`config.mk`:
```
export PLATFORM = sky130hd
export DESIGN_NAME = gate_window_gen
export DESIGN_NICKNAME = d
export VERILOG_FILES = /design/src/rtl/gate_window_pkg.sv /design/src/rtl/gate_window_dp.sv /design/src/rtl/gate_window_ctrl.sv /design/src/rtl/gate_window_gen.sv
export SDC_FILE = /design/constraint.sdc
export NUM_CORES = 1
export LEC_CHECK = 0
export BUFFER_PORTS_ARGS = -buffer_cell sky130_fd_sc_hd__buf_2
export CORE_MARGIN = 2
export CORE_UTILIZATION = 35
export DETAILED_ROUTE_END_ITERATION = 8
export GPL_TIMING_DRIVEN = 0
export PLACE_DENSITY_LB_ADDON = 0.05
export SYNTH_ARGS = -nofsm -noshare
export SYNTH_HDL_FRONTEND = slang
export SYNTH_SLANG_ARGS = --single-unit
```
`constraint.sdc`:
```
create_clock -name clk -period 5 [get_ports clk]
set_clock_uncertainty 0.1 [all_clocks]
set_input_delay 0.75 -clock clk [delete_from_list [all_inputs] [get_ports clk]]
set_output_delay 0.75 -clock clk [all_outputs]
set_load 0.01 [all_outputs]
```
`src/rtl/gate_window_pkg.sv`:
```
package gate_window_pkg;

  typedef enum logic [1:0] {
    PH_IDLE = 2'd0,
    PH_HIGH = 2'd1,
    PH_LOW  = 2'd2
  } phase_t;

  // Strobes from control to datapath for the phase counter
  typedef struct packed {
    logic loadHigh;
    logic loadLow;
    logic decCnt;
    logic clrCnt;
  } phaseCmd_t;

endpackage

```
`src/rtl/gate_window_dp.sv`:
```
module gate_window_dp
  import gate_window_pkg::*;
#(
  parameter int FIELD_W  = 4,
  parameter int TAP_FAST = 6,
  parameter int TAP_SLOW = 14
) (
  input  logic                 clk,
  input  logic                 rstN,
  input  logic                 runEn,
  input  logic [2*FIELD_W-1:0] periodByte,
  input  logic                 tickSel,
  input  phaseCmd_t            cmd,
  output logic                 tick,
  output logic                 cntZero,
  output logic [2*FIELD_W-1:0] cfgByte,
  output logic                 cfgSel
);

  localparam int BYTE_W = 2 * FIELD_W;
  localparam int DIV_W  = (TAP_FAST > TAP_SLOW) ? TAP_FAST : TAP_SLOW;
  localparam int NUM_SRC = 2;

  logic [DIV_W-1:0]   divCnt;
  logic [NUM_SRC-1:0] srcTick;
  logic [FIELD_W-1:0] phaseCnt;
  logic [FIELD_W-1:0] nHi;
  logic [FIELD_W-1:0] nLo;

  // Free-running divider, never restarted by enable
  always_ff @(posedge clk or negedge rstN) begin
    if (!rstN) divCnt <= '0;
    else       divCnt <= divCnt + 1'b1;
  end

  // Tick strobes: one cycle when the low tap bits are all ones
  for (genvar gi = 0; gi < NUM_SRC; gi++) begin : g_src
    localparam int TAP_W = (gi == 0) ? TAP_FAST : TAP_SLOW;
    assign srcTick[gi] = &divCnt[TAP_W-1:0];
  end

  // Configuration latch open only while stopped
  always_ff @(posedge clk or negedge rstN) begin
    if (!rstN) begin
      cfgByte <= '0;
      cfgSel  <= 1'b0;
    end else if (!runEn) begin
      cfgByte <= periodByte;
      cfgSel  <= tickSel;
    end
  end

  assign tick = srcTick[cfgSel];
  assign nHi  = cfgByte[BYTE_W-1:FIELD_W];
  assign nLo  = cfgByte[FIELD_W-1:0];

  // Phase counter holds ticks remaining minus one; load value is 2^W-1-n
  always_ff @(posedge clk or negedge rstN) begin
    if (!rstN)             phaseCnt <= '0;
    else if (cmd.clrCnt)   phaseCnt <= '0;
    else if (cmd.loadHigh) phaseCnt <= ~nHi;
    else if (cmd.loadLow)  phaseCnt <= ~nLo;
    else if (cmd.decCnt)   phaseCnt <= phaseCnt - 1'b1;
  end

  assign cntZero = (phaseCnt == '0);

endmodule

```
`src/rtl/gate_window_ctrl.sv`:
```
module gate_window_ctrl
  import gate_window_pkg::*;
(
  input  logic      clk,
  input  logic      rstN,
  input  logic      runEn,
  input  logic      tick,
  input  logic      cntZero,
  output phaseCmd_t cmd,
  output logic      gateOut,
  output logic      riseOut,
  output logic      fallOut
);

  phase_t phase;
  phase_t phaseNext;

  always_comb begin
    phaseNext = phase;
    cmd       = '0;
    if (!runEn) begin
      phaseNext  = PH_IDLE;
      cmd.clrCnt = 1'b1;
    end else begin
      unique case (phase)
        PH_IDLE: begin
          if (tick) begin
            phaseNext    = PH_HIGH;
            cmd.loadHigh = 1'b1;
          end
        end
        PH_HIGH: begin
          if (tick) begin
            if (cntZero) begin
              phaseNext   = PH_LOW;
              cmd.loadLow = 1'b1;
            end else begin
              cmd.decCnt = 1'b1;
            end
          end
        end
        PH_LOW: begin
          if (tick) begin
            if (cntZero) begin
              phaseNext    = PH_HIGH;
              cmd.loadHigh = 1'b1;
            end else begin
              cmd.decCnt = 1'b1;
            end
          end
        end
        default: begin
          phaseNext  = PH_IDLE;
          cmd.clrCnt = 1'b1;
        end
      endcase
    end
  end

  always_ff @(posedge clk or negedge rstN) begin
    if (!rstN) begin
      phase   <= PH_IDLE;
      gateOut <= 1'b0;
      riseOut <= 1'b0;
      fallOut <= 1'b0;
    end else begin
      phase   <= phaseNext;
      gateOut <= (phaseNext == PH_HIGH);
      riseOut <= (phaseNext == PH_HIGH) && (phase != PH_HIGH);
      fallOut <= (phase == PH_HIGH) && (phaseNext != PH_HIGH);
    end
  end

endmodule

```
`src/rtl/gate_window_gen.sv`:
```
module gate_window_gen
  import gate_window_pkg::*;
#(
  parameter int FIELD_W  = 4,
  parameter int TAP_FAST = 6,
  parameter int TAP_SLOW = 14
) (
  input  logic                 clk,
  input  logic                 rstN,
  input  logic                 runEn,
  input  logic [2*FIELD_W-1:0] periodByte,
  input  logic                 tickSel,
  output logic                 gateOut,
  output logic                 riseOut,
  output logic                 fallOut
);

  phaseCmd_t            cmd;
  logic                 tick;
  logic                 cntZero;
  logic [2*FIELD_W-1:0] cfgByte;
  logic                 cfgSel;

  gate_window_dp #(
    .FIELD_W (FIELD_W),
    .TAP_FAST(TAP_FAST),
    .TAP_SLOW(TAP_SLOW)
  ) u_dp (
    .clk       (clk),
    .rstN      (rstN),
    .runEn     (runEn),
    .periodByte(periodByte),
    .tickSel   (tickSel),
    .cmd       (cmd),
    .tick      (tick),
    .cntZero   (cntZero),
    .cfgByte   (cfgByte),
    .cfgSel    (cfgSel)
  );

  gate_window_ctrl u_ctrl (
    .clk    (clk),
    .rstN   (rstN),
    .runEn  (runEn),
    .tick   (tick),
    .cntZero(cntZero),
    .cmd    (cmd),
    .gateOut(gateOut),
    .riseOut(riseOut),
    .fallOut(fallOut)
  );

endmodule

```
; Word level (Yosys, flattened, before mapping)
; Index checks and enable logic that the tools add are counted.
[word_totals]
register_bits = 32
in_bits = 12
out_inout_bits = 3
elab_cells = 51
[op_classes]
addsub = 2
n_lt_le_gt_ge = 1
n_eq_ne = 5
muxes = 25
n_bitwise = 2
n_reduce_logical = 8
[op_table]
columns = op, n
row1 = $mux W4, 4
row2 = $add A14 B1 Y14 const B, 1
row3 = $mux W2, 7
row4 = $reduce_and A14 Y1, 1
row5 = $mux W1, 10
row6 = $not A4 Y4, 2
row7 = $pmux W2 S3, 1
row8 = $reduce_and A6 Y1, 1
row9 = $eq A2 B1 Y1 const B, 2
row10 = $logic_not A4 Y1, 1
row11 = $ne A2 B1 Y1 const B, 2
row12 = $pmux W1 S2, 2
row13 = $reduce_bool A4 Y1, 1
row14 = $sub A4 B1 Y4 const B, 1
row15 = $mux W3, 1
row16 = $reduce_or A3 Y1, 1
row17 = $eq A2 B2 Y1 const B, 1
row18 = $logic_and A1 B1 Y1, 2
row19 = $logic_not A2 Y1, 1
row20 = $lt A1 B2 Y1 const B, 1

; Depth between registers and ports, before layout
; Gate-level depths: netlist (run 1).
[logic_depth]
word_depth = 10
mapped_depth = 8
mapped_depth_nobuf = 7

; Hierarchy
; Synthesis (run 1) repeated with hierarchy kept, for this count alone.
[unflattened]
hier_cells = 135
area_unflattened_um2 = 1531.5
[modules_own_cells]
columns = module, n_inst, cells_per_inst, area_each_um2, seq_area_each_um2
row1 = gate_window_dp, 1, 101, 1211.2, 675.6
row2 = gate_window_ctrl, 1, 34, 320.3, 125.1

; Worst setup path before layout (run 1)
; No wires, ideal clock.
[synth_timing]
kind = flip-flop to flip-flop
start = reg u_dp.phaseCnt[0]
end = reg u_dp.phaseCnt[3]
setup_ps = 120
arrival_time_ps = 1832
required_time_ps = 4780
path_slack_ps = 2947
path_stages_with_launch = 8
path_buffers = 0
period_less_slack_ps = 2053
cell_sequence = dfrtp_1 -> inv_1 -> ha_1 -> or3b_2 -> nor3_1 -> o31a_1 -> a2111oi_4 -> a41o_1
[synth_between]
elab_chain_cells = 8
elab_cells_between_ends = 16
cone_classes = add/sub: 1 / mux: 13 / reduce/logical: 2
[synth_rtl]
columns = element, line
row1 = start: declaration, gate_window_dp.sv:26  ; logic [FIELD_W-1:0] phaseCnt;
row2 = start signal: assignment, gate_window_dp.sv:61  ; else if (cmd.loadHigh) phaseCnt <= ~nHi;
row3 = start signal: assignment, gate_window_dp.sv:62  ; else if (cmd.loadLow) phaseCnt <= ~nLo;
row4 = start signal: assignment, gate_window_dp.sv:63  ; else if (cmd.decCnt) phaseCnt <= phaseCnt - 1'b1;
row5 = $logic_not A4 Y1, gate_window_dp.sv:66  ; assign cntZero = (phaseCnt == '0);
row6 = $mux W1, "gate_window_ctrl.sv:34, gate_window_ctrl.sv:44"
row7 = $mux W2, gate_window_ctrl.sv:33  ; if (tick) begin
row8 = $mux W1, gate_window_ctrl.sv:25  ; unique case (phase)
row9 = $mux W3, gate_window_ctrl.sv:21  ; if (!runEn) begin
row10 = $mux W4, gate_window_dp.sv:62
row11 = $mux W4, gate_window_dp.sv:61
row12 = $mux W4, gate_window_dp.sv:60  ; else if (cmd.clrCnt) phaseCnt <= '0;
; Several ways; a longest one is shown, not always the timed one. The select of a mux whose other input is x is not followed.
; A chain may end at the register's enable or synchronous reset.

; Worst setup path in the final report (run 1)
[layout_timing]
start = reg u_dp.phaseCnt[0]
end = reg u_dp.phaseCnt[2]
; Same word-level chain as after synthesis.

==> metrics.md, run 1 <==
| Metric | Value |
|---|---|
| GR Util All Layers | 13.7% |
| Die Wd | 72.7 um |
| Setup-failing EPs final | 0 |
| Status | complete, no violations |
| Max-cap violation count | 0 |
| Share of the synthesized area in the top cell type | 48.4% |
| WP data required | 5.08 ns |
| Hold EP | u_dp.divCnt[0]$_DFF_PN0_ |
| Drt first-iter violations | 32 |
| CTS-repair resized insts | 0 |
| Commonest non-fill, non-tap cell in the layout | dfrtp_1 |
| WS Path Type | reg2reg |
| Warnings, synthesis | 0 |
| Reg2reg end | u_dp.phaseCnt[2]$_DFFE_PN0P_ |
| Die Area | 0.00529 sq mm |
| Hold depth | 1 |
| Post-layout worst setup margin | 2.67 ns |
| Crit path max fanout | 5 |
| Most frequent cells in the layout | dfrtp_1 (32), buf_2 (14), nand2_1 (12) |
| Post-Synthesis Cells | 148 |
| Mapped Area | 0.00165 sq mm |
| CTS buffer count | 5 |
| Ant diodes | 0 |
| Post-DP HPWL | 2.31 mm |
| Sequential area share after synthesis | 48.4% |
| Number of clock sinks seen by CTS | 32 |
| Largest net degree at the start of global routing | 33 |
| Lkg Pwr | 0.000880 uW |
| Hold Buf Count CTS | 0 |
| RePlAce Congestion | 0.870 |
| Power Dens Cells | 296 mW/mm^2 |
| R2R setup slack | 2.67 ns |
| WL per Instance | 14.2 um |
| Cell Area, Placed | 0.00179 sq mm |
| Clock Pin Slew Worst Setup and Hold Paths | 0.07 ns |
| Vias in the first global route | 1183 |
| Core footprint | 0.00463 sq mm |
| Min-Delay Startpoint | u_dp.divCnt[0]$_DFF_PN0_ |
| Worst path cell trace | inv_1, ha_1, nor3b_1, nor2_1, o31ai_2, a31oi_1, a311oi_1 |
| Crit path largest cell delay | 0.48 ns |
| Routed Wire Length | 3.19 mm |
| Mapped Nets | 166 |
| Final #Nets | 187 |
| Fmax | 429 MHz |
| Share of cells above drive strength 1 | 27.1% |
| Clk root buf | clkbuf_8 |
| Setup_tns | 0 ns |
| Starting density of the core | 35.7% |
| Peak supply drop | 0.205 mV |
| FF-to-FF Start | u_dp.phaseCnt[0]$_DFFE_PN0P_ |
| Die H | 72.7 um |
| Post-route cell area | 0.00192 sq mm |
| Worst-Margin Slew | 0.715 ns |
| Most area-consuming cells after synthesis | dfrtp_1 (48%), mux2_2 (5.4%), ha_1 (4.5%), xnor2_1 (3.2%), xor2_1 (3.2%) |
| Final hold vios | 0 |
| Initial antenna violation count | 0 |
| Relative slew margins | 52.3% |
| Synth async-reset ratio | 100% |
| Post-synthesis register bit count | 32 |
| Crit. End Element | flip-flop |
| GRT overflow | 0 |
| DR DRC count | 0 |
| Postcts setup bufs | 0 |
| Fin. max-slew vios | 0 |
| Min Tclk post-route | 2.33 ns |
| I/O pin count | 15 |
| CP max-delay cell | nor3b_1 |
| Average size of a mapped cell | 11.2 sq um |
| Reg2reg path depth | 7 |
| PortBufs | 14 |
| Post-synth EDFFs | 0 |
| Htree depth | 2 |
| Synth cell types | 46 |
| Setup WS pre-CTS | 2.68 ns |
| CP Data Arrival Time | 2.41 ns |
| Via density | 5.28 |
| CTS tree | yes |
| Remaining antenna violation count | 0 |
| First-pass GRT wire length | 5.44 mm |
| Area Overhead vs Synth | 16.0% |
| Clock Latency Late Sink | 0.28 ns |
| Std cell rows | 25 |
| CTS Buffer Depth | 2 |
| Startpoint Class | flip-flop |
| DRT Pass-1 Iters | 4 |
| Via count | 1182 |
| Final period utilization | 46.6% |
| Synth area leader | dfrtp_1 |
| Number of fill cells | 467 |
| Main flop type after synthesis | dfrtp_1 |
| RSZ-0062 raised after global routing | false |
| Hold crit path type | reg2reg |
logic make-up after synthesis:
group / count (synthesis) / share of synthesized area (%)
simple gates: 47 / 16.7
compound gates: 28 / 14.4
fa+ha+maj: 6 / 4.54
buf+inv: 15 / 4.09
xor+xnor: 12 / 6.35
mux: 8 / 5.45
flops: 32 / 48.4
power by group:
part / leakage [uW] / internal [uW] / switching [uW] / total (uW)
combinational: 0.000403 / 13.3 / 16.2 / 29.4
sequential: 0.000413 / 266 / 4.25 / 270
clock: 0.0000645 / 176 / 91.4 / 267
how the worst max path moves through the flow:
stage	startpoint	to	slack, ns	cells after the start
after detailed placement	u_ctrl.phase[1]$_DFF_PN0_	u_dp.phaseCnt[3]$_DFFE_PN0P_	2.68	8
after floorplan	u_dp.phaseCnt[0]$_DFFE_PN0P_	u_dp.phaseCnt[3]$_DFFE_PN0P_	2.95	7
after global routing	u_dp.phaseCnt[1]$_DFFE_PN0P_	u_dp.phaseCnt[3]$_DFFE_PN0P_	2.47	7
final	u_dp.phaseCnt[0]$_DFFE_PN0P_	u_dp.phaseCnt[2]$_DFFE_PN0P_	2.67	7
after global placement	u_ctrl.phase[1]$_DFF_PN0_	u_dp.phaseCnt[3]$_DFFE_PN0P_	2.74	8
after CTS	u_ctrl.phase[1]$_DFF_PN0_	u_dp.phaseCnt[3]$_DFFE_PN0P_	2.68	8
state kept, by name (all words and copies together), names as in the netlist:
name            cells
u_ctrl.riseOut      1
u_ctrl.phase        2
u_ctrl.fallOut      1
u_dp.cfgSel         1
u_ctrl.gateOut      1
u_dp.phaseCnt       4
u_dp.cfgByte        8
u_dp.divCnt        14
worst max-delay path, delay by kind of cell, from the launching register on:
kind	cells	cell delay, ns
compound gates	3	0.83
fa+ha+maj	1	0.20
buf+inv	1	0.07
flops	1	0.42
simple gates	2	0.62
Yosys cell counts, types with 2 or more instances:
cell and n:
ha_1 6, o31a_1 2, nand4_1 3, xnor2_1 6
dfrtp_1 32, nand2_1 12, nor2_1 9, a21oi_1 4
nand3_1 5, a32oi_1 4, nor4_1 3, o21ai_0 4
xor2_1 6, a311oi_1 2, inv_1 11, clkbuf_1 2
mux2_2 8
per-layer routing:
layer / wire length [um] / track usage, %
met1: 1470 / 16.6
met2: 1530 / 21.9
met3: 97 / 4.14
met4: 86 / 7.41
met5: 0 / 0
final cells by class:
type / count / area, sq um / share of cell area (%)
Clock inverter: 1 / 30.0 / 1.57
Clock buffer: 7 / 96.3 / 5.02
Inverter: 11 / 41.3 / 2.15
Sequential cell: 32 / 801 / 41.7
Tap cell: 54 / 67.6 / 3.52
Multi-Input combinational cell: 101 / 786 / 41.0
Timing Repair Buffer: 14 / 70.1 / 3.65
Buffer: 4 / 26.3 / 1.37
per-stage QoR:
stage,util [%],power [uW],hold WS (ns),std cells
6_report,41.4,567,0.360,224
5_1_grt,41.4,594,0.398,224
3_5_place_dp,38.7,305,0.361,216
3_3_place_gp,38.7,304,0.354,216
4_1_cts,41.4,578,0.372,224
2_1_floorplan,-,291,0.322,148
Power figures use the tool's default switching activity.
==> run 2, diff against run 1 <==
- ABC_AREA: unset -> 1
- clock period: 5 -> 1.95 ns (I/O delays scaled with it)
==> metrics.md, run 2 <==
| Metric | Value |
|---|---|
| Lkg Pwr | 0.00106 uW |
| Main flop type after synthesis | dfrtp_1 |
| CTS Buffer Depth | 2 |
| Average size of a mapped cell | 8.68 sq um |
| Setup_tns | 0 ns |
| Routed Wire Length | 3.29 mm |
| Clock Pin Slew Worst Setup and Hold Paths | 0.07 ns |
| GRT overflow | 0 |
| Core footprint | 0.00472 sq mm |
| Clk root buf | clkbuf_8 |
| RePlAce Congestion | 0.874 |
| Sw Share | 26.7% |
| Die Area | 0.00546 sq mm |
| Largest net degree at the start of global routing | 33 |
| Via density | 4.51 |
| PortBufs | 13 |
| CP Data Arrival Time | 1.88 ns |
| WS Path Type | reg2reg |
| Status | complete, no violations |
| Drt first-iter violations | 67 |
| Largest register FFs | 14 |
| Non-Filler Instances | 290 |
| Final #Nets | 240 |
| Post-synth EDFFs | 0 |
| Power Dens Cells | 706 mW/mm^2 |
| Commonest cells post-synth | nand2_1 (56), dfrtp_1 (32), inv_1 (25) |
| Cell Area, Placed | 0.00186 sq mm |
| First-pass GRT wire length | 5.77 mm |
| Post-DP HPWL | 2.41 mm |
| Share of the synthesized area in the top cell type | 46.9% |
| WL per Instance | 11.3 um |
| Mapped Nets | 215 |
| Reg2reg path depth | 12 |
| Biggest register | u_dp.divCnt |
| Post-Synthesis Cells | 197 |
| Remaining antenna violation count | 0 |
| Final hold vios | 0 |
| Number of fill cells | 485 |
| Die H | 73.9 um |
| Warnings, synthesis | 0 |
| Post-route cell area | 0.00203 sq mm |
| Fmax | 555 MHz |
| Reg power frac | 50.1% |
| Area Overhead vs Synth | 18.7% |
| Ant diodes | 0 |
| Largest registers | u_dp.divCnt x14, u_dp.cfgByte x8, u_dp.phaseCnt x4 |
| Clock Latency Late Sink | 0.28 ns |
| R2R setup slack | 0.15 ns |
| Crit. End Element | flip-flop |
| Hold depth | 3 |
| Internal Dissipation | 1050 uW |
| Htree depth | 2 |
| NetSw | 382 uW |
| Synth area leader | dfrtp_1 |
| Most numerous cell in the Yosys netlist | nand2_1 |
| Relative slew margins | 52.1% |
| FF-to-FF Start | u_dp.divCnt[0]$_DFF_PN0_ |
| GR Util All Layers | 14.2% |
| Commonest non-fill, non-tap cell in the layout | nand2_1 |
| Setup WS pre-CTS | 0.0436 ns |
| Hold EP | u_dp.cfgByte[4]$_DFFE_PN0N_ |
| Setup-failing EPs final | 0 |
| Clk network pwr share | 37.5% |
| Post-layout worst setup margin | 0.148 ns |
| Std cell rows | 25 |
| Max-cap violation count | 0 |
| Number of clock sinks seen by CTS | 32 |
| Post-synthesis register bit count | 32 |
| Reg2reg end | u_ctrl.fallOut$_DFF_PN0_ |
| Worst-Margin Slew | 0.718 ns |
| Most area-consuming cells after synthesis | dfrtp_1 (47%), nand2_1 (12%), nand3_1 (5.9%), inv_1 (5.5%), xor2_1 (5.1%) |
| DR DRC count | 0 |
| Min Tclk post-route | 1.80 ns |
| Starting density of the core | 36.2% |
| Startpoint Class | flip-flop |
| Die Wd | 73.9 um |
| CTS tree | yes |
| Min-Delay Startpoint | periodByte[4] |
| Synth async-reset ratio | 100% |
| Peak supply drop | 0.347 mV |
| Vias in the first global route | 1260 |
| Share of cells above drive strength 1 | 23.3% |
| Final Util | 42.9% |
| Hold crit path type | in2reg |
| Synth cell types | 25 |
| Via count | 1308 |
| Crit path max fanout | 9 |
| Comb power frac | 12.4% |
| WP data required | 2.03 ns |
| Mapped Area | 0.00171 sq mm |
| Inst Count DP | 277 |
| Final period utilization | 92.4% |
| Fin. max-slew vios | 0 |
| I/O pin count | 15 |
| Sequential area share after synthesis | 46.9% |
| Most frequent cells in the layout | nand2_1 (54), dfrtp_1 (31), inv_1 (25) |
| Initial antenna violation count | 0 |
| DRT Pass-1 Iters | 4 |
| CTS buffer count | 5 |
==> run 2: cell types whose count changed in the layout (fill, tap and decap cells not counted), sizes merged, moves of 3 or more <==
cell	previous run	this run
a32oi	4	0
inv	11	27
buf	16	19
nand2	13	60
xor2	6	10
nor2	9	16
mux2	8	0
nand3	7	24
a21oi	4	1
nor4	3	0
==> run 2: cells by family after synthesis <==
logic type	after synthesis	share of synthesized area [%]
simple gates	107	31.4
flops	32	46.9
buf+inv	30	7.61
xor+xnor	14	7.17
compound gates	8	2.56
fa+ha+maj	6	4.39
==> run 2: how the worst max path moves through the flow <==
stage	depth (start not counted)	start	endpoint	slack [ns]
after global routing	11	u_dp.phaseCnt[0]$_DFFE_PN0P_	u_ctrl.fallOut$_DFF_PN0_	-0.009
final	12	u_dp.divCnt[0]$_DFF_PN0_	u_ctrl.fallOut$_DFF_PN0_	0.15
after CTS	12	u_dp.divCnt[0]$_DFF_PN0_	u_ctrl.fallOut$_DFF_PN0_	0.03
after floorplan	12	u_dp.divCnt[0]$_DFF_PN0_	u_ctrl.fallOut$_DFF_PN0_	0.23
after detailed placement	12	u_dp.divCnt[0]$_DFF_PN0_	u_ctrl.fallOut$_DFF_PN0_	0.04
after global placement	11	u_dp.divCnt[0]$_DFF_PN0_	u_dp.phaseCnt[3]$_DFFE_PN0P_	0.05
==> run 2: area by class of cell <==
cell class | count | area (sq um) | area share (%)
Clock inverter | 1 | 7.51 | 0.370
Tap cell | 67 | 83.8 | 4.13
Multi-Input combinational cell | 135 | 813 | 40.1
Sequential cell | 32 | 802 | 39.5
Timing Repair Buffer | 18 | 105 | 5.18
Clock buffer | 7 | 86.3 | 4.26
Inverter | 27 | 101 | 5.00
Buffer | 3 | 28.8 | 1.42
==> run 2: what timing repair did <==
item                       4_1_cts  5_1_grt
buffers inserted                 0        4
gates resized for setup          0        9
setup endpoints to repair        0        8
hold buffers                     1        0
hold endpoints to repair        32        0
==> run 2: power groups by stage <==
stage	Combinational (uW)	Sequential [uW]	Clock (uW)
2_1_floorplan	123	725	0
3_3_place_gp	169	730	0
3_5_place_dp	171	730	0
4_1_cts	174	718	556
5_1_grt	207	722	585
6_report	178	717	537
==> run 2: critical path, cell delays in order (launching register included) <==
cell     delay [ns]
dfrtp_1        0.43
ha_4           0.19
nand3_2        0.08
nor2_2         0.06
nand2_2        0.10
nand2_4        0.08
buf_12         0.14
nand2_2        0.04
nand2_1        0.06
a21oi_2        0.19
nand3_2        0.12
nand2_1        0.07
inv_1          0.03
==> run 2: metal layers <==
layer	vias to the layer above	global-route usage [%]	wire (um)
met4	0	6.06	51
met5	-	0	0
met2	21	20.9	1510
met1	621	19.3	1600
met3	4	4.12	116
li1	662	-	-
==> run 2: per-stage QoR <==
step,power [uW],hold WS (ns)
finish,1430,0.103
global route,1510,0.110
CTS,1450,0.0940
detailed placement,901,0.295
global placement,899,0.284
floorplan,848,-0.103
==> run 3, diff against run 2 <==
- CELL_PAD_IN_SITES_DETAIL_PLACEMENT: unset -> 1
- CELL_PAD_IN_SITES_GLOBAL_PLACEMENT: unset -> 2
- CORE_UTILIZATION: 35 -> 32
==> metrics.md, run 3 (synthesized netlist as in run 2, its figures left out) <==
| Metric | Value |
|---|---|
| Status | complete, no violations |
| Crit. End Element | flip-flop |
| Core footprint | 0.00514 sq mm |
| I/O pin count | 15 |
| Crit path max fanout | 10 |
| Initial antenna violation count | 0 |
| Final Util | 39.8% |
| Clock Pin Slew Worst Setup and Hold Paths | 0.07 ns |
| Clock Latency Late Sink | 0.29 ns |
| WP data required | 2.03 ns |
| Setup_tns | 0 ns |
| First-pass GRT wire length | 6.80 mm |
| Critical path origin | u_dp.divCnt[1]$_DFF_PN0_ |
| Worst setup path endpoint | u_ctrl.fallOut$_DFF_PN0_ |
| WS Path Type | reg2reg |
| Number of fill cells | 647 |
| Relative slew margins | 50.2% |
| Die Area | 0.00594 sq mm |
| Post-route cell area | 0.00205 sq mm |
| Startpoint Class | flip-flop |
| Std cell rows | 26 |
| Peak supply drop | 0.304 mV |
| DRT Pass-1 Iters | 4 |
| CTS buffer count | 5 |
| Largest register FFs | 14 |
| Die H | 77.1 um |
| Drt first-iter violations | 38 |
| Final period utilization | 93.5% |
| Area Overhead vs Synth | 19.8% |
| Fin. max-slew vios | 0 |
| Cell Area, Placed | 0.00186 sq mm |
| Reg2reg end | u_ctrl.fallOut$_DFF_PN0_ |
| Share of cells above drive strength 1 | 23.7% |
| Commonest non-fill, non-tap cell in the layout | nand2_1 |
| Starting density of the core | 33.3% |
| Via density | 4.55 |
| Wl on met1 | 1.68 mm |
| Largest registers | u_dp.divCnt x14, u_dp.cfgByte x8, u_dp.phaseCnt x4 |
| Final hold vios | 0 |
| Number of clock sinks seen by CTS | 32 |
| Lkg Pwr | 0.00107 uW |
| Die Wd | 77.1 um |
| Setup-failing EPs final | 0 |
| PortBufs | 13 |
| CTS Buffer Depth | 2 |
| Post-DP HPWL | 2.93 mm |
| Min-Delay Startpoint | periodByte[5] |
| GR Util All Layers | 14.8% |
| Power Total | 1540 uW |
| Max-cap violation count | 0 |
| Non-Filler Instances | 294 |
| WL per Instance | 13.2 um |
| Ant diodes | 0 |
| Largest net degree at the start of global routing | 33 |
| Final #Nets | 241 |
| Worst-Margin Slew | 0.747 ns |
| GRT overflow | 0 |
| CTS tree | yes |
| Inst Count DP | 280 |
| Biggest register | u_dp.divCnt |
| FF-to-FF Start | u_dp.divCnt[1]$_DFF_PN0_ |
| Routed Wire Length | 3.89 mm |
| Remaining antenna violation count | 0 |
| Vias in the first global route | 1474 |
| WL met2 | 2.03 mm |
| Hold crit path type | in2reg |
| CP Data Arrival Time | 1.90 ns |
| Power Dens Cells | 753 mW/mm^2 |
| Hold depth | 3 |
| R2R setup slack | 0.13 ns |
| Met3 WL | 111 um |
| RePlAce Congestion | 0.782 |
| Via count | 1339 |
| Reg2reg path depth | 12 |
| Htree depth | 2 |
| DR DRC count | 0 |
| Min Tclk post-route | 1.82 ns |
| Most frequent cells in the layout | nand2_1 (56), dfrtp_1 (31), inv_1 (23) |
| Fmax | 549 MHz |
| Clk root buf | clkbuf_8 |
| Highest metal used | met4 |
-- run 3: cell types whose count changed in the layout (fill, tap and decap cells not counted), sizes merged --
cell	previous run	this run
clkbuf	8	7
buf	19	20
clkinv	0	1
bufinv	0	1
clkinvlp	1	0
-- run 3: power by group --
part	switching (uW)	total, uW	internal (uW)
combinational	116	184	67.7
sequential	23.4	719	696
clock	259	639	379
-- run 3: per-layer routing --
metal,track usage [%],up-vias
met3,3.18,6
met2,25.6,20
li1,-,666
met5,0,-
met4,6.43,0
met1,17.7,647
-- run 3: timing repair --
item	CTS	global route
setup endpoints to repair	0	7
hold endpoints to repair	32	0
buffers inserted	0	5
hold buffers	1	0
gates resized for setup	0	10
-- run 3: how the worst min path moves through the flow --
| stage | to | slack (ns) |
|---|---|---|
| 2_1_floorplan | u_ctrl.fallOut$_DFF_PN0_ | -0.10 |
| 3_3_place_gp | u_dp.divCnt[7]$_DFF_PN0_ | 0.28 |
| 3_5_place_dp | u_dp.divCnt[7]$_DFF_PN0_ | 0.31 |
| 4_1_cts | u_dp.cfgByte[5]$_DFFE_PN0N_ | 0.09 |
| 5_1_grt | u_dp.cfgByte[7]$_DFFE_PN0N_ | 0.12 |
| 6_report | u_dp.cfgByte[5]$_DFFE_PN0N_ | 0.10 |
-- run 3: cell type report --
type,count,area (sq um),area share [%]
well taps,70,87.6,4.28
plain buffers,3,28.8,1.41
inverters,27,101,4.95
multi-input cells,135,808,39.5
clock buffers,6,72.6,3.54
flip-flops and latches,32,802,39.2
clock inverters,2,35.0,1.71
repair buffers,19,113,5.50
-- run 3: worst max-delay path: stages (launching register included) --
cell     delay (ns)
dfrtp_1        0.42
ha_4           0.19
nand2_1        0.10
nor2_4         0.07
nand4_4        0.11
nand2_4        0.08
buf_12         0.14
nand2_2        0.05
nand2_1        0.06
a21oi_2        0.18
nand3_2        0.11
nand2_1        0.07
inv_1          0.03
-- run 3: metrics by stage --
stage          worst slack [ns]  hold WS [ns]
6_report                  0.127         0.102
5_1_grt                 -0.0140         0.120
4_1_cts                  0.0131        0.0916
3_5_place_dp             0.0113         0.305
3_3_place_gp             0.0449         0.280
2_1_floorplan             0.231        -0.103
